[config.mk]
export PLATFORM = sky130hd
export DESIGN_NAME = dram_addr_seq
export DESIGN_NICKNAME = d
export VERILOG_FILES = /design/src/rtl/dram_seq_pkg.sv /design/src/rtl/seq_load_clamp.sv /design/src/rtl/seq_ptr_step.sv /design/src/rtl/seq_phys_map.sv /design/src/rtl/dram_addr_seq.sv
export SDC_FILE = /design/constraint.sdc
export NUM_CORES = 1
export LEC_CHECK = 0
export ABC_AREA = 0
export BUFFER_PORTS_ARGS = -buffer_cell sky130_fd_sc_hd__buf_2
export CAP_MARGIN = 20
export CORE_MARGIN = 2
export CORE_UTILIZATION = 45
export CTS_BUF_LIST = sky130_fd_sc_hd__clkbuf_4 sky130_fd_sc_hd__clkbuf_8
export CTS_CLUSTER_SIZE = 20
export DETAILED_ROUTE_END_ITERATION = 6
export PLACE_DENSITY = 0.67
export SKIP_LAST_GASP = 1
export SLEW_MARGIN = 10
export SYNTH_ARGS = -nofsm -noshare
export SYNTH_HDL_FRONTEND = slang
export SYNTH_HIERARCHICAL = 1
export SYNTH_SLANG_ARGS = --single-unit
[constraint.sdc]
create_clock -name clk -period 1.92 [get_ports clk]
set_input_delay 0.192 -clock clk [delete_from_list [all_inputs] [get_ports clk]]
set_output_delay 0.192 -clock clk [all_outputs]
set_load 0.05 [all_outputs]
[src/rtl/dram_seq_pkg.sv]
package dram_seq_pkg;

    typedef struct packed {
        logic vert;
        logic flip_x;
        logic flip_y;
        logic msb_first;
    } seq_mode_t;

endpackage

[src/rtl/seq_load_clamp.sv]
module seq_load_clamp #(
    parameter int LIMIT = 96,
    parameter int W     = 7
) (
    input  logic [W-1:0] raw,
    output logic [W-1:0] clamped,
    output logic         over
);
    localparam logic [W-1:0] MAXV = W'(LIMIT - 1);

    always_comb begin
        over    = (raw > MAXV);
        clamped = over ? MAXV : raw;
    end
endmodule

[src/rtl/seq_ptr_step.sv]
module seq_ptr_step #(
    parameter int NUM_COLS  = 96,
    parameter int NUM_BANKS = 17,
    parameter int XW        = 7,
    parameter int YW        = 5
) (
    input  logic [XW-1:0] cur_x,
    input  logic [YW-1:0] cur_y,
    input  logic          vert,
    output logic [XW-1:0] nxt_x,
    output logic [YW-1:0] nxt_y
);
    localparam logic [XW-1:0] X_MAX = XW'(NUM_COLS - 1);
    localparam logic [YW-1:0] Y_MAX = YW'(NUM_BANKS - 1);

    logic x_last;
    logic y_last;

    always_comb begin
        x_last = (cur_x == X_MAX);
        y_last = (cur_y == Y_MAX);
        nxt_x  = cur_x;
        nxt_y  = cur_y;
        if (!vert) begin
            nxt_x = x_last ? '0 : cur_x + 1'b1;
            if (x_last) begin
                nxt_y = y_last ? '0 : cur_y + 1'b1;
            end
        end else begin
            nxt_y = y_last ? '0 : cur_y + 1'b1;
            if (y_last) begin
                nxt_x = x_last ? '0 : cur_x + 1'b1;
            end
        end
    end
endmodule

[src/rtl/seq_phys_map.sv]
module seq_phys_map
    import dram_seq_pkg::*;
#(
    parameter int NUM_COLS  = 96,
    parameter int NUM_BANKS = 17,
    parameter int NUM_ROWS  = 65,
    parameter int PIX_BITS  = 2,
    parameter int PIX_PER_B = 4,
    parameter int XW        = 7,
    parameter int YW        = 5
) (
    input  logic [XW-1:0]                   log_x,
    input  logic [YW-1:0]                   log_y,
    input  seq_mode_t                       mode,
    input  logic [PIX_BITS*PIX_PER_B-1:0]   din,
    output logic [XW-1:0]                   phys_x,
    output logic [YW-1:0]                   phys_y,
    output logic [PIX_BITS*PIX_PER_B-1:0]   dout,
    output logic [PIX_PER_B-1:0]            pix_en
);
    localparam logic [XW-1:0] X_MAX     = XW'(NUM_COLS - 1);
    localparam logic [YW-1:0] Y_MAX     = YW'(NUM_BANKS - 1);
    localparam int            LAST_USED = NUM_ROWS - (NUM_BANKS - 1) * PIX_PER_B;

    logic [PIX_PER_B-1:0] last_mask;

    always_comb begin
        phys_x = mode.flip_x ? (X_MAX - log_x) : log_x;
        phys_y = mode.flip_y ? (Y_MAX - log_y) : log_y;
        pix_en = (phys_y == Y_MAX) ? last_mask : '1;
    end

    for (genvar k = 0; k < PIX_PER_B; k++) begin : g_slot
        assign last_mask[k] = (k < LAST_USED);
        assign dout[k*PIX_BITS +: PIX_BITS] = mode.msb_first
            ? din[(PIX_PER_B-1-k)*PIX_BITS +: PIX_BITS]
            : din[k*PIX_BITS +: PIX_BITS];
    end
endmodule

[src/rtl/dram_addr_seq.sv]
module dram_addr_seq
    import dram_seq_pkg::*;
#(
    parameter int NUM_COLS  = 96,
    parameter int NUM_BANKS = 17,
    parameter int NUM_ROWS  = 65,
    parameter int PIX_BITS  = 2,
    parameter int PIX_PER_B = 4,
    parameter int XW        = $clog2(NUM_COLS),
    parameter int YW        = $clog2(NUM_BANKS),
    parameter int DW        = PIX_BITS * PIX_PER_B
) (
    input  logic                 clk,
    input  logic                 rst_n,
    input  logic                 ld_col_vld,
    input  logic [XW-1:0]        ld_col_val,
    input  logic                 ld_bank_vld,
    input  logic [YW-1:0]        ld_bank_val,
    input  logic                 vert_order,
    input  logic                 flip_cols,
    input  logic                 flip_banks,
    input  logic                 msb_first,
    input  logic                 byte_vld,
    input  logic [DW-1:0]        byte_in,
    output logic                 wr_en,
    output logic [XW-1:0]        wr_col,
    output logic [YW-1:0]        wr_bank,
    output logic [DW-1:0]        wr_data,
    output logic [PIX_PER_B-1:0] wr_pix_en,
    output logic                 load_clamped
);
    typedef struct packed {
        logic [XW-1:0]        ptr_x;
        logic [YW-1:0]        ptr_y;
        logic                 we;
        logic [XW-1:0]        col;
        logic [YW-1:0]        bank;
        logic [DW-1:0]        data;
        logic [PIX_PER_B-1:0] en;
        logic                 clamp;
    } seq_state_t;

    seq_state_t st_d, st_q;
    seq_mode_t  mode;

    logic [XW-1:0]        ldx_c, stepx, physx;
    logic [YW-1:0]        ldy_c, stepy, physy;
    logic                 ldx_over, ldy_over;
    logic [DW-1:0]        mapped;
    logic [PIX_PER_B-1:0] map_en;

    assign mode = '{vert: vert_order, flip_x: flip_cols,
                    flip_y: flip_banks, msb_first: msb_first};

    seq_load_clamp #(.LIMIT(NUM_COLS), .W(XW)) i_clamp_x (
        .raw(ld_col_val), .clamped(ldx_c), .over(ldx_over)
    );

    seq_load_clamp #(.LIMIT(NUM_BANKS), .W(YW)) i_clamp_y (
        .raw(ld_bank_val), .clamped(ldy_c), .over(ldy_over)
    );

    seq_ptr_step #(
        .NUM_COLS(NUM_COLS), .NUM_BANKS(NUM_BANKS), .XW(XW), .YW(YW)
    ) i_step (
        .cur_x(st_q.ptr_x), .cur_y(st_q.ptr_y), .vert(vert_order),
        .nxt_x(stepx), .nxt_y(stepy)
    );

    seq_phys_map #(
        .NUM_COLS(NUM_COLS), .NUM_BANKS(NUM_BANKS), .NUM_ROWS(NUM_ROWS),
        .PIX_BITS(PIX_BITS), .PIX_PER_B(PIX_PER_B), .XW(XW), .YW(YW)
    ) i_map (
        .log_x(st_q.ptr_x), .log_y(st_q.ptr_y), .mode(mode), .din(byte_in),
        .phys_x(physx), .phys_y(physy), .dout(mapped), .pix_en(map_en)
    );

    always_comb begin
        st_d       = st_q;
        st_d.we    = byte_vld;
        st_d.clamp = (ld_col_vld && ldx_over) || (ld_bank_vld && ldy_over);
        if (byte_vld) begin
            st_d.col  = physx;
            st_d.bank = physy;
            st_d.data = mapped;
            st_d.en   = map_en;
        end
        if (ld_col_vld || ld_bank_vld) begin
            if (ld_col_vld) begin
                st_d.ptr_x = ldx_c;
            end
            if (ld_bank_vld) begin
                st_d.ptr_y = ldy_c;
            end
        end else if (byte_vld) begin
            st_d.ptr_x = stepx;
            st_d.ptr_y = stepy;
        end
    end

    always_ff @(posedge clk or negedge rst_n) begin
        if (!rst_n) begin
            st_q <= '0;
        end else begin
            st_q <= st_d;
        end
    end

    assign wr_en        = st_q.we;
    assign wr_col       = st_q.col;
    assign wr_bank      = st_q.bank;
    assign wr_data      = st_q.data;
    assign wr_pix_en    = st_q.en;
    assign load_clamped = st_q.clamp;
endmodule

# == Yosys cells after proc, flatten, opt, wreduce, memory -nomap -nowiden ==
# Cells that the tools add are included.
# word_totals
ff_bits,38
latch_bits,0
ramBits,0
romBits,0
wordCells,47
n_memories,0
# op_classes
add_sub_neg,4
multipliers,0
div_mod_pow,0
order_cmp,2
eq_ne,6
n_shift,0
mux,19
bitwise,0
reduce_logical,8
# op_table
cell,n
$mux W7,6
$mux W5,6
$mux W12,2
$eq A5 B5 Y1 const B,2
$mux W2,4
$add A7 B1 Y7 const B,1
$eq A7 B7 Y1 const B,1
$gt A7 B7 Y1 const B,1
$sub A7 B7 Y7 const A,1
$reduce_and A3 Y1,2
$add A5 B1 Y5 const B,1
$gt A5 B5 Y1 const B,1
$sub A5 B5 Y5 const A,1
$mux W4,1
$ne A2 B2 Y1 const B,2
$ne A3 B1 Y1 const B,1
$reduce_bool A3 Y1,1
$logic_and A1 B1 Y1,2
$logic_or A1 B1 Y1,2
$reduce_bool A2 Y1,1

# == Longest topological paths before layout ==
# Gate-level depths: netlist (run 1).
# depth
word_depth,6
depth_mapped,8
mapped_depth_nobuf,7

# == By module ==
# Netlist (run 1), hierarchy kept.
# modules_own_cells
module,instances,cells_each,area_each_um2
dram_addr_seq,1,145,1964.4
seq_ptr_step,1,58,414.1
seq_phys_map,1,37,319.1
seq_load_clamp (i_clamp_x),1,8,53.8
seq_load_clamp (i_clamp_y),1,6,40.0

# == Worst setup path after synthesis (run 1) ==
# OpenSTA, ideal clock, no wires.
# synth_path
kind,flip-flop to flip-flop
startpoint,register st_q[26] (netlist bit)
endpoint,"register st_q, in the netlist wr_pix_en[3]"
setup_time_ps,125
t_arrival_ps,1969
required_time_ps,1795
path_slack_ps,-174
stages_incl_launch_ff,8
path_buffers,1
path_cell_list,dfrtp_1 -> inv_1 -> ha_1 -> or2b_1 -> xnor2_1 -> or4b_1 -> buf_4 -> mux2_2
# synth_via
elab_chain_cells,4
# synth_rtl
element,line,text
from (decl),dram_addr_seq.sv:43,"seq_state_t st_d, st_q;"
from (signal assigned),dram_addr_seq.sv:105,st_q <= st_d;
$sub A5 B5 Y5,seq_phys_map.sv:29,phys_y = mode.flip_y ? (Y_MAX - log_y) : log_y;
$mux W5,seq_phys_map.sv:29,
named net physy[2],dram_addr_seq.sv:47,"logic [YW-1:0] ldy_c, stepy, physy;"
$eq A5 B5 Y1,seq_phys_map.sv:30,pix_en = (phys_y == Y_MAX) ? last_mask : '1;
$mux W4,seq_phys_map.sv:30,
named net map_en[3],dram_addr_seq.sv:50,logic [PIX_PER_B-1:0] map_en;
# The timed path passes the listed nets, and every way through them passes these cells.
# A chain may end at the register's enable or synchronous reset.

# == Final worst setup path (run 1) ==
# layout_path
startpoint,register st_q[27] (netlist bit)
endpoint,"register st_q, in the netlist wr_pix_en[3]"
# layout_via
elab_chain_cells,4
# layout_rtl
element,line
$sub A5 B5 Y5,seq_phys_map.sv:29
$mux W5,seq_phys_map.sv:29
named net physy[4],dram_addr_seq.sv:47
$eq A5 B5 Y1,seq_phys_map.sv:30
$mux W4,seq_phys_map.sv:30
# The timed path passes the listed nets, and every way through them passes these cells.

==> results of run 1 <==
-- kinds of logic after synthesis --
| group | after synthesis | synth area share [%] |
|---|---|---|
| muxes | 37 | 17.4 |
| and+or+nand+nor | 60 | 15.1 |
| AOI/OAI and AO/OA | 38 | 12.8 |
| DFF | 38 | 34.1 |
| buffers and inverters | 64 | 14.5 |
| other | 1 | 0.134 |
| adders and majority gates | 5 | 2.24 |
| xor gates and xnor gates | 11 | 3.72 |
-- repair_timing --
| item | CTS | global route |
|---|---|---|
| endpoints found under the setup margin | 3 | 9 |
| pin swaps | 0 | 4 |
| hold endpoints to repair | 15 | 0 |
| hold buffers | 1 | 0 |
| setup buffers | 0 | 1 |
| resized for setup | 2 | 12 |
-- through the flow --
stage / cells / util [%] / hold slack, ns
2_1_floorplan: 254 / - / -0.104
3_3_place_gp: 352 / 49.4 / 0.125
3_5_place_dp: 352 / 49.4 / 0.122
4_1_cts: 361 / 52.2 / 0.191
5_1_grt: 362 / 53.1 / 0.210
6_report: 362 / 53.1 / 0.197
-- worst reg2reg max path, stage by stage (launching register included) --
cell and delay, ns:
dfrtp_1 0.39, inv_2 0.09, ha_4 0.13, and4bb_1 0.23, xor2_2 0.14, or4b_4 0.49, mux2_4 0.27
-- cell type report --
type,count,area share (%)
timing repair buffer,68,12.4
clock buffer,6,2.61
sequential,38,30.1
clock inverter,2,1.90
inverter,21,2.49
multi-input combinational,152,47.6
tap,75,2.97
-- metal layers --
| metal | part of all wire [%] | GRT usage (%) | wire length [um] | vias to the layer above |
|---|---|---|---|---|
| li1 | - | - | - | 925 |
| met2 | 44 | 25.3 | 2270 | 62 |
| met5 | 0 | 0 | 0 | - |
| met3 | 6.9 | 3.26 | 353 | 7 |
| met4 | 1.1 | 4.43 | 55 | 0 |
| met1 | 48 | 22.6 | 2440 | 878 |
-- cell usage in the layout (no fill, tap or decap), types with 8 or more instances in the layout --
cell	n
nand4bb_1	12
mux2_4	21
nand2_1	20
inv_1	17
nor2b_1	8
o311ai_2	8
buf_2	54
dfrtp_1	38
buf_4	12
mux2_2	12
-- sequential cells by signal, summed over array words and instances (netlist names) --
signal and count:
wr_bank 5, load_clamped 1, wr_data 8, wr_en 1, wr_col 7, wr_pix_en 4, st_q 12
-- power breakdown --
group	switching (mW)	internal [mW]	total, mW
logic	0.630	0.397	1.03
registers	0.0906	0.919	1.01
clock network	0.290	0.554	0.844
-- worst max-delay path by stage --
stage                         start                  endpoint  slack, ns  cells past startpoint
3_3_place_gp   st_q[27]$_DFFE_PN0P_  wr_pix_en[3]$_DFFE_PN0P_       0.07                      6
4_1_cts        st_q[26]$_DFFE_PN0P_      st_q[37]$_DFFE_PN0P_      -0.02                      8
6_report       st_q[27]$_DFFE_PN0P_  wr_pix_en[3]$_DFFE_PN0P_       0.07                      6
5_1_grt        st_q[27]$_DFFE_PN0P_  wr_pix_en[3]$_DFFE_PN0P_      -0.02                      6
2_1_floorplan  st_q[26]$_DFFE_PN0P_  wr_pix_en[2]$_DFFE_PN0P_      -0.14                      7
3_5_place_dp   st_q[26]$_DFFE_PN0P_      st_q[37]$_DFFE_PN0P_      0.008                      8
==> run summary, run 1 <==
final WL = 5.11 mm
Pins Over Slew Limit = 0
ys flop type = dfrtp_1
PwrDens = 911 nW/um^2
root buffer cell = clkbuf_8
WP data required = 2.10 ns
largest net degree at the start of global routing = 29
area delta synth->final = 13.2%
slowest stage cell, crit path = or4b_4
GR Util All Layers = 16.1%
mapped cell area = 2790 um^2
Die H = 82.8 um
outcome = finished, final reports clean
Post-DRT Antenna Nets = 0
worst hold start = ld_col_val[2]
cells along the critical path = inv_2 -> ha_4 -> and4bb_1 -> xor2_2 -> or4b_4 -> mux2_4
nets@finish = 320
Max-cap violations = 0
clock buffer depth = 2
# DRC = 0
reg2reg end = wr_pix_en[3]$_DFFE_PN0P_
Via density = 5.17
Synth cell types = 45
share of cells above drive strength 1 = 48.1%
Multi-input gate area = 1500 um^2
asr flop ratio synth = 100%
post-route setup slack = 0.0658 ns
CP Launch Type = flop
CP Buf/Inv Count = 1
H-tree levels = 2
top cell type's share of synthesized area = 34.1%
Post-Route Setup TNS = 0 ns
# fillers = 541
antenna cells = 0
placed cell areas = 2940 um^2
Synth area leader = dfrtp_1
CP endpoint kind = flop
drt first-iter violations = 48
minimum clock period = 1.85 ns
Cells after Synth = 254
GP Congestion = 0.818
CP max stage delay = 0.49 ns
Starting Density = 46.9%
CTS clk-pin slew, worst paths = 0.08 ns
worst-path fanout max = 3
DIE AREA = 6850 um^2
crit-path leading delay family = simple AND/OR/NAND/NOR gates
Crit Reg-Reg Startpoint = st_q[27]$_DFFE_PN0P_
Peak VDD IR = 0.000448 V
vias in the first global route = 1,752
sequential area share after synthesis = 34.1%
syn avg cell area = 11.0 um^2
IO buf count = 54
Hold/Removal Path Class = in2reg
initial antenna violation count = 0
r2r setup slk = 0.07 ns
Top Ports = 55
WHS Endpoint = st_q[33]$_DFFE_PN0P_
Reg2Reg Depth = 6
setup violators final = 0
RSZ-0062 raised after global routing = true
vias post-DR = 1,872
Die W = 82.8 um
fmax = 539 MHz
Worst Max-Slew Pin Slew = 0.534 ns
Synth area leaders = dfrtp_1 34%, mux2_4 11%, buf_4 7.8%, mux2_2 5.2%, nand4bb_1 4.8%
routed len/inst = 14.1 um
drt first pass iters = 4
Row Count = 28
Ys Warns = 6
Final Total Pwr = 2.88 mW
Post-synth EDFFs = 0
Setup Crit Path Kind = reg2reg
top-count cell post-synth = dfrtp_1
#FFs+latches synth = 38
fin crit share = 96.6%
commonest cells in the netlist = 38 x dfrtp_1, 29 x buf_4, 21 x inv_1, 20 x mux2_4, 20 x nand2_1
leakage power = 1.45 nW
GRT Residual Overflow = 0
Core ar. = 5960 um^2
HPWL Detailed = 3.76 mm
final setup skew = 0.00606 ns
worst hold stages = 4
clk_lat worst skew = 0.29 ns
Register Area = 951 um^2
final instance area = 3160 um^2
Place WS = 0.00789 ns
CTS Buf Count = 5
Critical Path AT = 2.03 ns
Slew Limit Headroom = 64.4%
clock sink count = 38
CTS tree = yes
first-pass GRT wire length = 8.41 mm
final hold viol count = 0
syn nets = 288
(Power assumes the default switching activity.)
==> run 2: changes to the inputs <==
Settings changed: PLACE_DENSITY 0.67 to 0.64.
Clock period 1.92 ns to 2.12 ns, I/O delays scaled along.
==> run 2 against run 1 <==
Compared with the run above:
- non-clock buffer count down 9
- cell count shrank 2.5%
- clock-buffer cell count stayed put
- via count fell by 1.4%
- sequential share of layout area grew 1.4 points
- critical path depth unchanged
- first-iteration DRC count grew 54%
- sequential cell count is the same
- final area is 4.4% lower
- routed wire length is 4.2% lower
- utilization down 2.3 points
- critical endpoint unchanged
- largest cell class unchanged
==> run summary, run 2 (same netlist as run 1, synthesis figures left out) <==
Post-DRT Antenna Nets = 0 (unchanged)
commonest cells after routing, fill and taps aside = 54 x buf_2, 38 x dfrtp_1, 21 x inv_1, 20 x mux2_4, 20 x nand2_1
dpl cells = 345 (-2.0%)
placed cell areas = 2880 um^2 (-2.1%)
max FFs per register = 12 (unchanged)
CP endpoint kind = flop
final WL = 4.90 mm (-4.2%)
postcts setup bufs = 0 (unchanged)
final hold viol count = 0 (unchanged)
clock share of power = 29.9% (+0.6 points)
Most flops, register = st_q
Pint = 1.66 mW (-11%)
Pins Over Slew Limit = 0 (unchanged)
Starting Density = 46.9% (unchanged)
Worst Max-Slew Pin Slew = 0.871 ns (+0.337 ns)
final setup skew = 0.00514 ns (-0.000923 ns)
Via density = 5.23 (+1.1%)
GR Util All Layers = 15.7% (-0.45 points)
clock buffer depth = 2 (unchanged)
H-tree levels = 2 (unchanged)
vias post-DR = 1,845 (-1.4%)
post-route setup slack = 0.204 ns (+0.138 ns)
Net Sw Frac = 34.9% (-0.12 points)
hold_buf cts = 0 (-1)
DIE AREA = 6850 um^2 (unchanged)
fmax = 522 MHz (-3.2%)
Flop pwr share = 36.1% (+1.0 points)
PwrDens = 844 nW/um^2 (-7.4%)
root buffer cell = clkbuf_8
share of cells above drive strength 1 = 42.4% (-5.6 points)
routed len/inst = 13.9 um (-1.8%)
WP data required = 2.29 ns (+0.19 ns)
crit-path leading delay family = simple AND/OR/NAND/NOR gates
most common cell after layout, fill and taps aside = buf_2
Die H = 82.8 um (unchanged)
Critical Path AT = 2.09 ns (+0.06 ns)
CTS Buf Count = 5 (unchanged)
WL met1 = 2.49 mm (+2.1%)
clock sink count = 38 (unchanged)
Top Ports = 55 (unchanged)
PostCTS Resize Cnt = 0 (-2)
# fillers = 534 (-1.3%)
Max-cap violations = 0 (unchanged)
CTS clk-pin slew, worst paths = 0.08 ns (about the same)
first-pass GRT wire length = 8.41 mm (unchanged)
IO buf count = 54 (unchanged)
NetSw = 892 uW (-12%)
CP Launch Type = flop
Non-Filler Instances = 353 (-2.5%)
HPWL Detailed = 3.46 mm (-8.0%)
CP Buf/Inv Count = 1 (unchanged)
Peak VDD IR = 0.000345 V (-23%)
initial antenna violation count = 0 (unchanged)
vias in the first global route = 1,798 (+2.6%)
Die W = 82.8 um (unchanged)
Setup Crit Path Kind = reg2reg
routed length on met3 = 311 um (-12%)
leakage power = 1.40 nW (-3.8%)
Row Count = 28 (unchanged)
drt first-iter violations = 74 (+54%)
worst-path fanout max = 3 (unchanged)
Final Total Pwr = 2.55 mW (-11%)
Place WS = 0.201 ns (+0.194 ns)
GRT Residual Overflow = 0 (unchanged)
Top Layer Used = met4
outcome = finished, final reports clean
met2 wire len = 2.06 mm (-9.3%)
antenna cells = 0 (unchanged)
GP Congestion = 0.757 (-7.5%)
Post-Route Setup TNS = 0 ns (unchanged)
minimum clock period = 1.92 ns (+0.0615 ns)
Core ar. = 5960 um^2 (unchanged)
CP max stage delay = 0.56 ns (+0.07 ns)
largest net degree at the start of global routing = 40 (+38%)
Slew Limit Headroom = 41.9% (-22 points)
cells along the critical path = inv_1 -> ha_1 -> or2b_1 -> xnor2_1 -> or4b_1 -> mux2_2
setup violators final = 0 (unchanged)
Hold/Removal Path Class = in2async
clk_lat worst skew = 0.28 ns (about the same)
CTS tree = yes
Comb power frac = 34.1% (-1.5 points)
RSZ-0062 raised after global routing = false
area delta synth->final = 8.29%
fin crit share = 90.4% (-6.2 points)
# DRC = 0 (unchanged)
nets@finish = 311 (-2.8%)
drt first pass iters = 4 (unchanged)
slowest stage cell, crit path = or4b_1
final instance area = 3020 um^2 (-4.4%)
## run 2: final cells by class
| type | instances | area, um^2 | area share, % |
|---|---|---|---|
| clock buffers | 6 | 82.6 | 2.73 |
| clock inverters | 2 | 60.1 | 1.99 |
| inverters | 21 | 78.8 | 2.61 |
| multi-input cells | 152 | 1440 | 47.5 |
| flip-flops and latches | 38 | 951 | 31.5 |
| well taps | 75 | 93.8 | 3.10 |
| repair buffers | 59 | 320 | 10.6 |
## run 2: power groups by stage
stage | Sequential (mW) | Clock (mW) | Combinational, mW
3_5_place_dp | 0.936 | 0 | 0.874
6_report | 0.920 | 0.763 | 0.869
2_1_floorplan | 0.926 | 0 | 0.810
3_3_place_gp | 0.933 | 0 | 0.865
4_1_cts | 0.922 | 0.782 | 0.876
5_1_grt | 0.940 | 0.807 | 0.943
## run 2: through the flow
step	hold slack [ns]	util, %
global route	0.0954	50.8
floorplan	-0.0836	-
detailed placement	0.386	48.4
finish	0.0418	50.8
global placement	0.374	48.4
CTS	0.0720	50.8
## run 2: final timing paths
path                                       endpoint                   from  depth (start not counted)  slack (ns)
setup / recovery           wr_pix_en[3]$_DFFE_PN0P_   st_q[26]$_DFFE_PN0P_                          6        0.20
hold / removal             wr_pix_en[1]$_DFFE_PN0P_                  rst_n                          1        0.04
setup reg to reg           wr_pix_en[3]$_DFFE_PN0P_   st_q[26]$_DFFE_PN0P_                          6        0.20
hold reg to reg               wr_col[6]$_DFFE_PN0P_  wr_col[6]$_DFFE_PN0P_                          1        0.50
max in group asynchronous     wr_col[4]$_DFFE_PN0P_                  rst_n                          1        1.53
min in group clk               st_q[32]$_DFFE_PN0P_          ld_col_val[1]                          4        0.22
## run 2: worst reg2reg max path: stages (launching register included)
cell and delay [ns]:
dfrtp_1 0.35, inv_1 0.06, ha_1 0.20, or2b_1 0.23, xnor2_1 0.13, or4b_1 0.56
mux2_2 0.28
## run 2: metal layers
metal	track usage, %	vias to the layer above
met3	3.48	5
met5	0	-
met4	3.93	0
li1	-	911
met1	22.0	878
met2	24.4	51
==> run 3: changes to the inputs <==
Settings changed: HOLD_SLACK_MARGIN set to 0.15.
==> run 3 against run 2 <==
Compared with the run above:
- routed wire length about the same
- combinational power hardly changed
- clock-buffer cell count did not move
- via count up 0.11%
- highest routed layer unchanged
- global-route usage unchanged
- sequential share of layout area down 0.10 points
- die area is the same
- register-to-register slack is essentially flat
- hold slack improved by 0.18 ns
- largest power group unchanged
==> run summary, run 3 (same netlist as run 1, synthesis figures left out) <==
CTS clk-pin slew, worst paths = 0.08 ns (about the same)
WP data required = 2.29 ns (about the same)
share of cells above drive strength 1 = 42.3% (-0.15 points)
Net Sw Frac = 34.9% (about the same)
area delta synth->final = 8.65%
Top Ports = 55 (unchanged)
Hold/Removal Path Class = in2reg
Critical Path AT = 2.09 ns (about the same)
root buffer cell = clkbuf_8
final WL = 4.90 mm (about the same)
setup violators final = 0 (unchanged)
CTS tree = yes
H-tree levels = 2 (unchanged)
Via density = 5.22 (-0.17%)
fmax = 522 MHz (about the same)
first-pass GRT wire length = 8.41 mm (unchanged)
WHS Endpoint = st_q[32]$_DFFE_PN0P_
GRT Residual Overflow = 0 (unchanged)
GR Util All Layers = 15.7% (unchanged)
r2r setup slk = 0.20 ns (about the same)
Die W = 82.8 um (unchanged)
Non-Filler Instances = 354 (+0.28%)
vias in the first global route = 1,798 (unchanged)
Worst Max-Slew Pin Slew = 0.872 ns (+0.000739 ns)
Peak VDD IR = 0.000345 V (about the same)
Core ar. = 5960 um^2 (unchanged)
CP Launch Type = flop
postcts setup bufs = 0 (unchanged)
antenna cells = 0 (unchanged)
largest net degree at the start of global routing = 40 (unchanged)
HPWL Detailed = 3.46 mm (unchanged)
drt first-iter violations = 64 (-14%)
dpl cells = 345 (unchanged)
placed cell areas = 2880 um^2 (unchanged)
RSZ-0062 raised after global routing = false
CTS Buf Count = 5 (unchanged)
Pins Over Slew Limit = 0 (unchanged)
clk_lat worst skew = 0.28 ns (about the same)
fin crit share = 90.4% (about the same)
Final Total Pwr = 2.55 mW (about the same)
Slew Limit Headroom = 41.9% (-0.049 points)
most common cell after layout, fill and taps aside = buf_2
IO buf count = 54 (unchanged)
Row Count = 28 (unchanged)
drt first pass iters = 4 (unchanged)
outcome = finished, final reports clean
final instance area = 3030 um^2 (+0.33%)
commonest cells after routing, fill and taps aside = 54 x buf_2, 38 x dfrtp_1, 21 x inv_1, 20 x mux2_4, 20 x nand2_1
PostCTS Resize Cnt = 0 (unchanged)
Comb power frac = 34.1% (about the same)
PwrDens = 842 nW/um^2 (-0.28%)
worst hold start = ld_col_val[1]
hold_buf cts = 1 (+1)
vias post-DR = 1,847 (+0.11%)
Max-cap violations = 0 (unchanged)
final setup skew = 0.00514 ns (unchanged)
max FFs per register = 12 (unchanged)
CP endpoint kind = flop
worst-path fanout max = 3 (unchanged)
clock share of power = 29.9% (about the same)
GP Congestion = 0.757 (unchanged)
Reg2Reg Depth = 6 (unchanged)
Post-Route Setup TNS = 0 ns (unchanged)
minimum clock period = 1.92 ns (+0.0000590 ns)
initial antenna violation count = 0 (unchanged)
crit-path leading delay family = simple AND/OR/NAND/NOR gates
clock sink count = 38 (unchanged)
Pint = 1.66 mW (about the same)
CP max stage delay = 0.56 ns (about the same)
routed len/inst = 13.8 um (-0.24%)
Flop pwr share = 36.0% (about the same)
nets@finish = 312 (+0.32%)
final hold viol count = 0 (unchanged)
DIE AREA = 6850 um^2 (unchanged)
leakage power = 1.40 nW (+0.30%)
Setup Crit Path Kind = reg2reg
Die H = 82.8 um (unchanged)
Crit Reg-Reg Startpoint = st_q[26]$_DFFE_PN0P_
worst hold stages = 4
slowest stage cell, crit path = or4b_1
NetSw = 892 uW (about the same)
cells along the critical path = inv_1 -> ha_1 -> or2b_1 -> xnor2_1 -> or4b_1 -> mux2_2
Starting Density = 46.9% (unchanged)
Most flops, register = st_q
# DRC = 0 (unchanged)
Post-DRT Antenna Nets = 0 (unchanged)
CP Buf/Inv Count = 1 (unchanged)
clock buffer depth = 2 (unchanged)
reg2reg end = wr_pix_en[3]$_DFFE_PN0P_
[run 3: metrics by stage]
stage,setup WS [ns],hold slack (ns),utilization (%)
2_1_floorplan,0.0261,-0.0836,-
3_3_place_gp,0.235,0.374,48.4
3_5_place_dp,0.201,0.386,48.4
4_1_cts,0.188,0.224,50.9
5_1_grt,0.0532,0.233,50.9
6_report,0.204,0.224,50.9
[run 3: worst max path at each step]
| stage | startpoint | to | slack [ns] | cells after the start |
|---|---|---|---|---|
| 2_1_floorplan | st_q[26]$_DFFE_PN0P_ | wr_pix_en[3]$_DFFE_PN0P_ | 0.03 | 7 |
| 3_3_place_gp | st_q[26]$_DFFE_PN0P_ | wr_pix_en[3]$_DFFE_PN0P_ | 0.24 | 6 |
| 3_5_place_dp | st_q[26]$_DFFE_PN0P_ | wr_pix_en[3]$_DFFE_PN0P_ | 0.20 | 6 |
| 4_1_cts | st_q[26]$_DFFE_PN0P_ | wr_pix_en[3]$_DFFE_PN0P_ | 0.19 | 6 |
| 5_1_grt | st_q[26]$_DFFE_PN0P_ | st_q[34]$_DFFE_PN0P_ | 0.05 | 9 |
| 6_report | st_q[26]$_DFFE_PN0P_ | wr_pix_en[3]$_DFFE_PN0P_ | 0.20 | 6 |
[run 3: area by class of cell]
| type | count | area [um^2] |
|---|---|---|
| Sequential cell | 38 | 951 |
| Clock inverter | 2 | 60.1 |
| Fill cell | 533 | 2920 |
| Timing Repair Buffer | 60 | 330 |
| Inverter | 21 | 78.8 |
| Multi-Input combinational cell | 152 | 1440 |
| Tap cell | 75 | 93.8 |
| Clock buffer | 6 | 82.6 |
[run 3: worst register-to-register path: cells and delay by family (launching register included)]
kind	cells	cell delay (ns)
xor+xnor	1	0.13
simple gates	2	0.79
mux	1	0.28
fa+ha+maj	1	0.20
buf+inv	1	0.06
flops	1	0.35
[run 3: power groups by stage]
stage	combinational [mW]	sequential [mW]	clock [mW]
after global routing	0.945	0.940	0.807
after detailed placement	0.874	0.936	0
after global placement	0.865	0.933	0
final	0.870	0.920	0.763
after floorplan	0.810	0.926	0
after CTS	0.878	0.922	0.782
[run 3: per-layer routing]
layer	GRT usage, %	share of wire, %
met1	22.0	51
met2	24.4	42
met3	3.48	6.3
met4	3.93	0.82
met5	0	0
